<file path="src/rtl/sq_pkg.sv">
package sq_pkg;
  typedef enum logic {
    SEQ_IDLE  = 1'b0,
    SEQ_BURST = 1'b1
  } seq_state_t;
endpackage

</file>
<file path="src/rtl/sq_store.sv">
// Word storage for both buffers: one write port, one access read port and
// one flush read port, all synchronous (RAM-inferable).
module sq_store #(
  parameter int DATA_W = 32,
  parameter int NWORDS = 16,
  localparam int IDX_W = $clog2(NWORDS)
) (
  input  logic              clk,
  input  logic              wr_en,
  input  logic [IDX_W-1:0]  wr_idx,
  input  logic [DATA_W-1:0] wr_data,
  input  logic              rd_en,
  input  logic [IDX_W-1:0]  rd_idx,
  output logic [DATA_W-1:0] rd_data,
  input  logic              fl_en,
  input  logic [IDX_W-1:0]  fl_idx,
  output logic [DATA_W-1:0] fl_data
);
  logic [DATA_W-1:0] mem [NWORDS];

  always_ff @(posedge clk) begin
    if (wr_en) mem[wr_idx] <= wr_data;
  end

  always_ff @(posedge clk) begin
    if (rd_en) rd_data <= mem[rd_idx];
  end

  always_ff @(posedge clk) begin
    if (fl_en) fl_data <= mem[fl_idx];
  end
endmodule

</file>
<file path="src/rtl/sq_hi_regs.sv">
// One high-address register per buffer.
module sq_hi_regs #(
  parameter int HI_W = 3,
  parameter int NQ   = 2,
  localparam int SEL_W = (NQ > 1) ? $clog2(NQ) : 1
) (
  input  logic                     clk,
  input  logic                     rst,
  input  logic                     we,
  input  logic [SEL_W-1:0]         sel,
  input  logic [HI_W-1:0]          wdata,
  output logic [NQ-1:0][HI_W-1:0]  hi_q
);
  for (genvar g = 0; g < NQ; g++) begin : g_hreg
    always_ff @(posedge clk) begin
      if (rst)                          hi_q[g] <= '0;
      else if (we && (sel == SEL_W'(g))) hi_q[g] <= wdata;
    end
  end
endmodule

</file>
<file path="src/rtl/sq_target.sv">
// Forms the external burst start address.
module sq_target #(
  parameter int ADDR_W    = 32,
  parameter int EXT_W     = 29,
  parameter int HI_W      = 3,
  parameter int LINE_BITS = 5
) (
  input  logic [ADDR_W-1:0] pf_addr,
  input  logic              xlate,
  input  logic [HI_W-1:0]   hi,
  output logic [ADDR_W-1:0] target
);
  logic unused_pf_bits;
  assign unused_pf_bits = ^{pf_addr[ADDR_W-1:EXT_W], pf_addr[LINE_BITS-1:0]};

  always_comb begin
    target = '0;
    if (xlate) begin
      target[EXT_W-1:LINE_BITS] = pf_addr[EXT_W-1:LINE_BITS];
    end else begin
      target[EXT_W-HI_W-1:LINE_BITS] = pf_addr[EXT_W-HI_W-1:LINE_BITS];
      target[EXT_W-1:EXT_W-HI_W]     = hi;
    end
  end
endmodule

</file>
<file path="src/rtl/sq_burst_seq.sv">
// Burst sequencer: latches buffer and address, steps through the beats.
module sq_burst_seq
  import sq_pkg::*;
#(
  parameter int ADDR_W = 32,
  parameter int QWORDS = 8,
  localparam int BEAT_W = $clog2(QWORDS),
  localparam int IDX_W  = BEAT_W + 1
) (
  input  logic              clk,
  input  logic              rst,
  input  logic              start,
  input  logic              start_q,
  input  logic [ADDR_W-1:0] start_addr,
  input  logic              bo_ready,
  output logic              busy,
  output logic              flush_q,
  output logic [ADDR_W-1:0] bo_addr,
  output logic              bo_last,
  output logic              fl_en,
  output logic [IDX_W-1:0]  fl_idx
);
  seq_state_t        state;
  logic [BEAT_W-1:0] beat;
  logic [BEAT_W-1:0] beat_nx;
  logic              fire;
  logic              at_last;

  assign busy    = (state == SEQ_BURST);
  assign beat_nx = beat + 1'b1;
  assign at_last = (beat == BEAT_W'(QWORDS - 1));
  assign fire    = busy && bo_ready;
  assign bo_last = busy && at_last;
  assign fl_en   = start || (fire && !at_last);
  assign fl_idx  = start ? {start_q, {BEAT_W{1'b0}}} : {flush_q, beat_nx};

  always_ff @(posedge clk) begin
    if (rst) begin
      state   <= SEQ_IDLE;
      beat    <= '0;
      flush_q <= 1'b0;
      bo_addr <= '0;
    end else if (start) begin
      state   <= SEQ_BURST;
      beat    <= '0;
      flush_q <= start_q;
      bo_addr <= start_addr;
    end else if (fire) begin
      if (at_last) state <= SEQ_IDLE;
      else         beat  <= beat_nx;
    end
  end
endmodule

</file>
<file path="src/rtl/sq_burst_writer.sv">
module sq_burst_writer #(
  parameter int DATA_W = 32,
  parameter int ADDR_W = 32,
  parameter int QWORDS = 8,
  parameter int EXT_W  = 29,
  parameter int HI_W   = 3
) (
  input  logic              clk,
  input  logic              rst,
  input  logic              acc_valid,
  input  logic              acc_write,
  input  logic [ADDR_W-1:0] acc_addr,
  input  logic [DATA_W-1:0] acc_wdata,
  output logic              acc_ready,
  output logic              rd_valid,
  output logic [DATA_W-1:0] rd_data,
  input  logic              pf_valid,
  input  logic [ADDR_W-1:0] pf_addr,
  input  logic              xlate_mode,
  output logic              pf_ready,
  input  logic              hreg_we,
  input  logic              hreg_sel,
  input  logic [HI_W-1:0]   hreg_wdata,
  output logic              busy,
  output logic              bo_valid,
  output logic [ADDR_W-1:0] bo_addr,
  output logic [DATA_W-1:0] bo_data,
  output logic              bo_last,
  input  logic              bo_ready
);
  localparam int BYTE_BITS = $clog2(DATA_W / 8);
  localparam int BEAT_W    = $clog2(QWORDS);
  localparam int QSEL_BIT  = BYTE_BITS + BEAT_W;
  localparam int IDX_W     = BEAT_W + 1;
  localparam int NWORDS    = 2 * QWORDS;

  logic                   flush_q;
  logic                   pf_go;
  logic                   acc_q;
  logic                   blocked;
  logic                   wr_en;
  logic                   rd_en;
  logic [IDX_W-1:0]       acc_idx;
  logic [1:0][HI_W-1:0]   hi_q;
  logic [ADDR_W-1:0]      target;
  logic                   fl_en;
  logic [IDX_W-1:0]       fl_idx;
  logic                   unused_acc_bits;

  assign unused_acc_bits = ^{acc_addr[ADDR_W-1:QSEL_BIT+1], acc_addr[BYTE_BITS-1:0]};

  assign acc_idx  = acc_addr[QSEL_BIT:BYTE_BITS];
  assign acc_q    = acc_addr[QSEL_BIT];
  assign pf_ready = !busy;
  assign pf_go    = pf_valid && pf_ready;

  // A write may not touch a buffer being flushed or about to be captured.
  assign blocked   = (busy && (acc_q == flush_q)) ||
                     (pf_go && (acc_q == pf_addr[QSEL_BIT]));
  assign acc_ready = !(acc_write && blocked);
  assign wr_en     = acc_valid && acc_write && acc_ready;
  assign rd_en     = acc_valid && !acc_write;

  always_ff @(posedge clk) begin
    if (rst) rd_valid <= 1'b0;
    else     rd_valid <= rd_en;
  end

  sq_hi_regs #(.HI_W(HI_W), .NQ(2)) u_hregs (
    .clk   (clk),
    .rst   (rst),
    .we    (hreg_we),
    .sel   (hreg_sel),
    .wdata (hreg_wdata),
    .hi_q  (hi_q)
  );

  sq_target #(
    .ADDR_W(ADDR_W), .EXT_W(EXT_W), .HI_W(HI_W), .LINE_BITS(QSEL_BIT)
  ) u_target (
    .pf_addr (pf_addr),
    .xlate   (xlate_mode),
    .hi      (hi_q[pf_addr[QSEL_BIT]]),
    .target  (target)
  );

  sq_burst_seq #(.ADDR_W(ADDR_W), .QWORDS(QWORDS)) u_seq (
    .clk        (clk),
    .rst        (rst),
    .start      (pf_go),
    .start_q    (pf_addr[QSEL_BIT]),
    .start_addr (target),
    .bo_ready   (bo_ready),
    .busy       (busy),
    .flush_q    (flush_q),
    .bo_addr    (bo_addr),
    .bo_last    (bo_last),
    .fl_en      (fl_en),
    .fl_idx     (fl_idx)
  );

  sq_store #(.DATA_W(DATA_W), .NWORDS(NWORDS)) u_store (
    .clk     (clk),
    .wr_en   (wr_en),
    .wr_idx  (acc_idx),
    .wr_data (acc_wdata),
    .rd_en   (rd_en),
    .rd_idx  (acc_idx),
    .rd_data (rd_data),
    .fl_en   (fl_en),
    .fl_idx  (fl_idx),
    .fl_data (bo_data)
  );

  assign bo_valid = busy;
endmodule

</file>
<file path="config.mk">
export PLATFORM = sky130hd
export DESIGN_NAME = sq_burst_writer
export DESIGN_NICKNAME = d
export VERILOG_FILES = /design/src/rtl/sq_pkg.sv /design/src/rtl/sq_store.sv /design/src/rtl/sq_hi_regs.sv /design/src/rtl/sq_target.sv /design/src/rtl/sq_burst_seq.sv /design/src/rtl/sq_burst_writer.sv
export SDC_FILE = /design/constraint.sdc
export NUM_CORES = 1
export LEC_CHECK = 0
export BUFFER_PORTS_ARGS = -buffer_cell sky130_fd_sc_hd__buf_2
export CAP_MARGIN = 20
export CELL_PAD_IN_SITES_DETAIL_PLACEMENT = 0
export CELL_PAD_IN_SITES_GLOBAL_PLACEMENT = 2
export CORE_MARGIN = 2
export CORE_UTILIZATION = 41
export CTS_CLUSTER_DIAMETER = 150
export DETAILED_ROUTE_END_ITERATION = 6
export PLACE_DENSITY_LB_ADDON = 0.05
export SETUP_SLACK_MARGIN = 0.3
export SYNTH_ARGS = -nofsm -noshare
export SYNTH_HDL_FRONTEND = slang
export SYNTH_SLANG_ARGS = --single-unit
export TNS_END_PERCENT = 30
</file>
<file path="constraint.sdc">
create_clock -name clk -period 3.81 [get_ports clk]
set_input_delay 0.1905 -clock clk [delete_from_list [all_inputs] [get_ports clk]]
set_output_delay 0.1905 -clock clk [all_outputs]
set_load 0.05 [all_outputs]
</file>
==> key figures <==
Outcome
  – Outcome: finished, final reports clean

Clocking
  – Post-cts resize count: 0
  – H-tree depth: 3
  – CTS Sinks: 611
  – CTS clock-pin slew for the worst setup and hold paths: 0.06 ns
  – CTS buffer count: 70
  – Clock latency on the worst-skew pair: 0.60 ns
  – Clock Tree Buf Depth: 3
  – CTS tree: done
  – Clock Tree Root: clkbuf_16

Setup path
  – CP required: 4.04 ns
  – Most used cell, CP: buf_4
  – Worst path cell trace: nor2b_4, a221oi_1, buf_4, nor2b_1, nand2_1, nor3_4, buf_4
  – CP Launch Type: register
  – Worst Reg2Reg Path Length in Cells: 7
  – Max FO, Critical Path: 19
  – FF-to-FF setup slack: 0.88 ns
  – Critical Path End Type: register
  – Slowest cell on crit path: dfxtp_1
  – R2R Path End: u_store.mem[2][30]$_DFFE_PP_
  – Crit path largest cell delay: 0.59 ns
  – CP Class: reg -> reg
  – RR Startpoint: u_seq.busy$_SDFFE_PP0P_
  – WP data arrival: 3.15 ns

Detailed routing
  – DRT iter0 DRCs: 1530
  – WL final: 84900 um
  – Wire per inst: 29.9 um
  – 1st-pass router iterations: 5
  – Post-route ant nets: 0
  – Vias per cell: 6.11
  – DRC: 0
  – Total number of vias: 17400

Floorplanning
  – Die height: 264 um
  – I/O pin total: 210
  – Starting density of the core: 41.4%
  – # rows: 95
  – Die Width: 264 um
  – CORE AREA: 67200 sq um
  – Die area: 69900 sq um

STA
  – Worst hold margin: 0.101 ns
  – Final slew viol count: 0
  – Highest Clock Rate: 342 MHz
  – Unrepaired setup endpoints after global routing: false
  – Crit share post-route: 76.8%
  – Fin. Hold Viols: 0
  – Final setup fails: 0
  – Tmin final: 2.93 ns
  – Least-Margin Pin Slew: 0.999 ns
  – Max Clock Skew: 0.0202 ns
  – Slew headroom: 33.4%

Power and ir drop
  – Sequential fraction of design power: 48.2%
  – Clock share of power: 41.7%
  – Int Pwr: 11.9 mW
  – Leak: 10.6 nW
  – Logic gate share of total power: 10.1%
  – Switching share of power: 24.1%
  – Peak supply drop: 0.310 mV
  – PwrDens: 477 nW/um^2
  – P_sw: 3.77 mW

Global routing
  – Remaining Overflow, GRT: 0
  – Gr usage total: 24.4%
  – Grt peak-use layer: met2
  – Global routing usage on met1: 34.0%
  – Vias in the first global route: 17600
  – Pin count of the biggest net entering global routing: 140
  – Met3 GRT Util: 3.49%
  – First-pass GRT wire length: 123000 um
  – Number of antenna violations at the first check in global routing: 1
  – Routing usage on met2: 40.4%

Synthesis
  – Syn Area/Cell: 16.4 sq um
  – Post-synth top flop: edfxtp_1
  – Ys async rst share: 0%
  – Cells after synthesis: 1695
  – Number of synthesized flops with an enable pin: 576
  – Ys Warns: 0
  – Synth Register Bits: 611
  – Seq/Total Area, Yosys: 64.8%
  – Synth area leader: edfxtp_1
  – Most frequent cells after synthesis: 576 x edfxtp_1, 160 x mux4_2, 104 x mux2i_1
  – Top cells by area, synth: edfxtp_1 62%, mux4_2 13%, mux2i_1 3.7%
  – Synth unique cells: 35
  – Yosys top cell area share: 62.3%
  – Syn Std Cell Area: 27800 sq um
  – Most common cell in the synthesized netlist: edfxtp_1

Place
  – Final GP Congestion: 0.755
  – IO buf count: 165
  – Post-DP HPWL: 46800 um
  – Area after DPL: 29800 sq um
  – Placed Cells: 2649

Worst hold path
  – Hold Path End: u_seq.bo_addr[28]$_SDFFE_PP0P_
  – Min-Delay Path Class: in -> reg
  – Hold depth: 4
  – HP Start: pf_valid

Run
  – Number of max-cap violations: 0

Final layout
  – Layout cells sized above 1: 28.6%
  – Post-route cell area: 32700 sq um
  – Area added between synthesis and finish: 17.8%
  – NumNets Final: 2030
  – Non-filler instance count after layout: 2844
  – N_diodes: 0
==> stage by stage <==
step | setup TNS [ns] | total power [mW] | setup slack (ns) | util, %
after global placement | 0 | 9.19 | 0.925 | 44.4
after global routing | 0 | 16.1 | 0.708 | 48.7
after floorplan | -26.39 | 8.67 | -0.417 | -
final | 0 | 15.6 | 0.884 | 48.7
after CTS | 0 | 15.8 | 0.842 | 48.7
after detailed placement | 0 | 9.20 | 0.875 | 44.4
==> state kept, by name (all words and copies together) (netlist names) <==
signal and cells:
rd_valid 1, u_hregs.hi_q 6, u_seq.bo_addr 24, u_store.fl_data 32, u_seq.busy 1, u_store.rd_data 32
u_seq.beat 3, u_store.mem 512
==> how the worst max path moves through the flow <==
stage	startpoint	end	slack (ns)	cells after the start
2_1_floorplan	u_seq.busy$_SDFFE_PP0P_	u_store.mem[3][0]$_DFFE_PP_	-0.42	5
3_3_place_gp	u_seq.busy$_SDFFE_PP0P_	u_store.fl_data[13]$_DFFE_PP_	0.93	6
3_5_place_dp	u_seq.busy$_SDFFE_PP0P_	u_store.mem[2][8]$_DFFE_PP_	0.87	7
4_1_cts	u_seq.busy$_SDFFE_PP0P_	u_store.mem[2][26]$_DFFE_PP_	0.84	7
5_1_grt	u_seq.busy$_SDFFE_PP0P_	u_store.mem[2][30]$_DFFE_PP_	0.71	7
6_report	u_seq.busy$_SDFFE_PP0P_	u_store.mem[2][30]$_DFFE_PP_	0.88	7
==> routing by layer <==
layer  up-vias  part of all wire (%)
met5         -                     0
met4         0                   1.7
li1       7454                     -
met1      9222                    44
met2       615                    49
met3        95                   5.8
==> critical path: cells and delay by family (launching register included) <==
family	cells	cell delay, ns
AND/OR/NAND/NOR	4	0.87
buffers and inverters	2	0.71
flip-flops	1	0.59
AO/OA/AOI/OAI	1	0.38
==> cell usage in the layout (no fill, tap or decap), types with 33 or more instances in the layout <==
cell type,synthesis,routed
nor2b_1,71,68
edfxtp_1,576,576
clkbuf_16,0,73
a221oi_1,87,87
mux2i_1,104,104
buf_4,15,59
buf_2,48,162
nor2_1,48,36
dlygate4sd3_1,0,72
o221ai_1,64,64
nand3_1,36,36
nand2_1,93,90
a21oi_1,90,90
a22oi_1,33,33
dfxtp_1,35,34
mux4_2,160,160
==> final cells by class <==
| class | count | area, sq um |
|---|---|---|
| Sequential cell | 611 | 18000 |
| Multi-Input combinational cell | 928 | 9190 |
| Fill cell | 5713 | 34400 |
| Tap cell | 873 | 1090 |
| Clock inverter | 37 | 310 |
| Clock buffer | 86 | 1880 |
| Inverter | 1 | 3.75 |
| Timing Repair Buffer | 308 | 2260 |
==> power groups by stage <==
stage	clock [mW]	combinational, mW	sequential (mW)
detailed placement	0	1.53	7.67
CTS	6.65	1.60	7.53
global route	6.91	1.68	7.54
global placement	0	1.53	7.67
finish	6.51	1.58	7.53
floorplan	0	0.759	7.92
==> cells by family after synthesis <==
logic type	count (synthesis)	share of synthesized area, %
adder cells (fa/ha/maj)	2	0.0901
XOR/XNOR	3	0.0946
other	1	0.0135
AND/OR/NAND/NOR	267	4.59
buffers and inverters	163	2.92
flip-flops	611	64.8
AO/OA/AOI/OAI	352	9.48
multiplexers	296	18.0
==> repair_timing <==
| item | 4_1_cts | 5_1_grt |
|---|---|---|
| setup buffers | 0 | 0 |
| hold endpoints to repair | 542 | 0 |
| hold buffers | 72 | 0 |
Power figures use the tool's default switching activity.
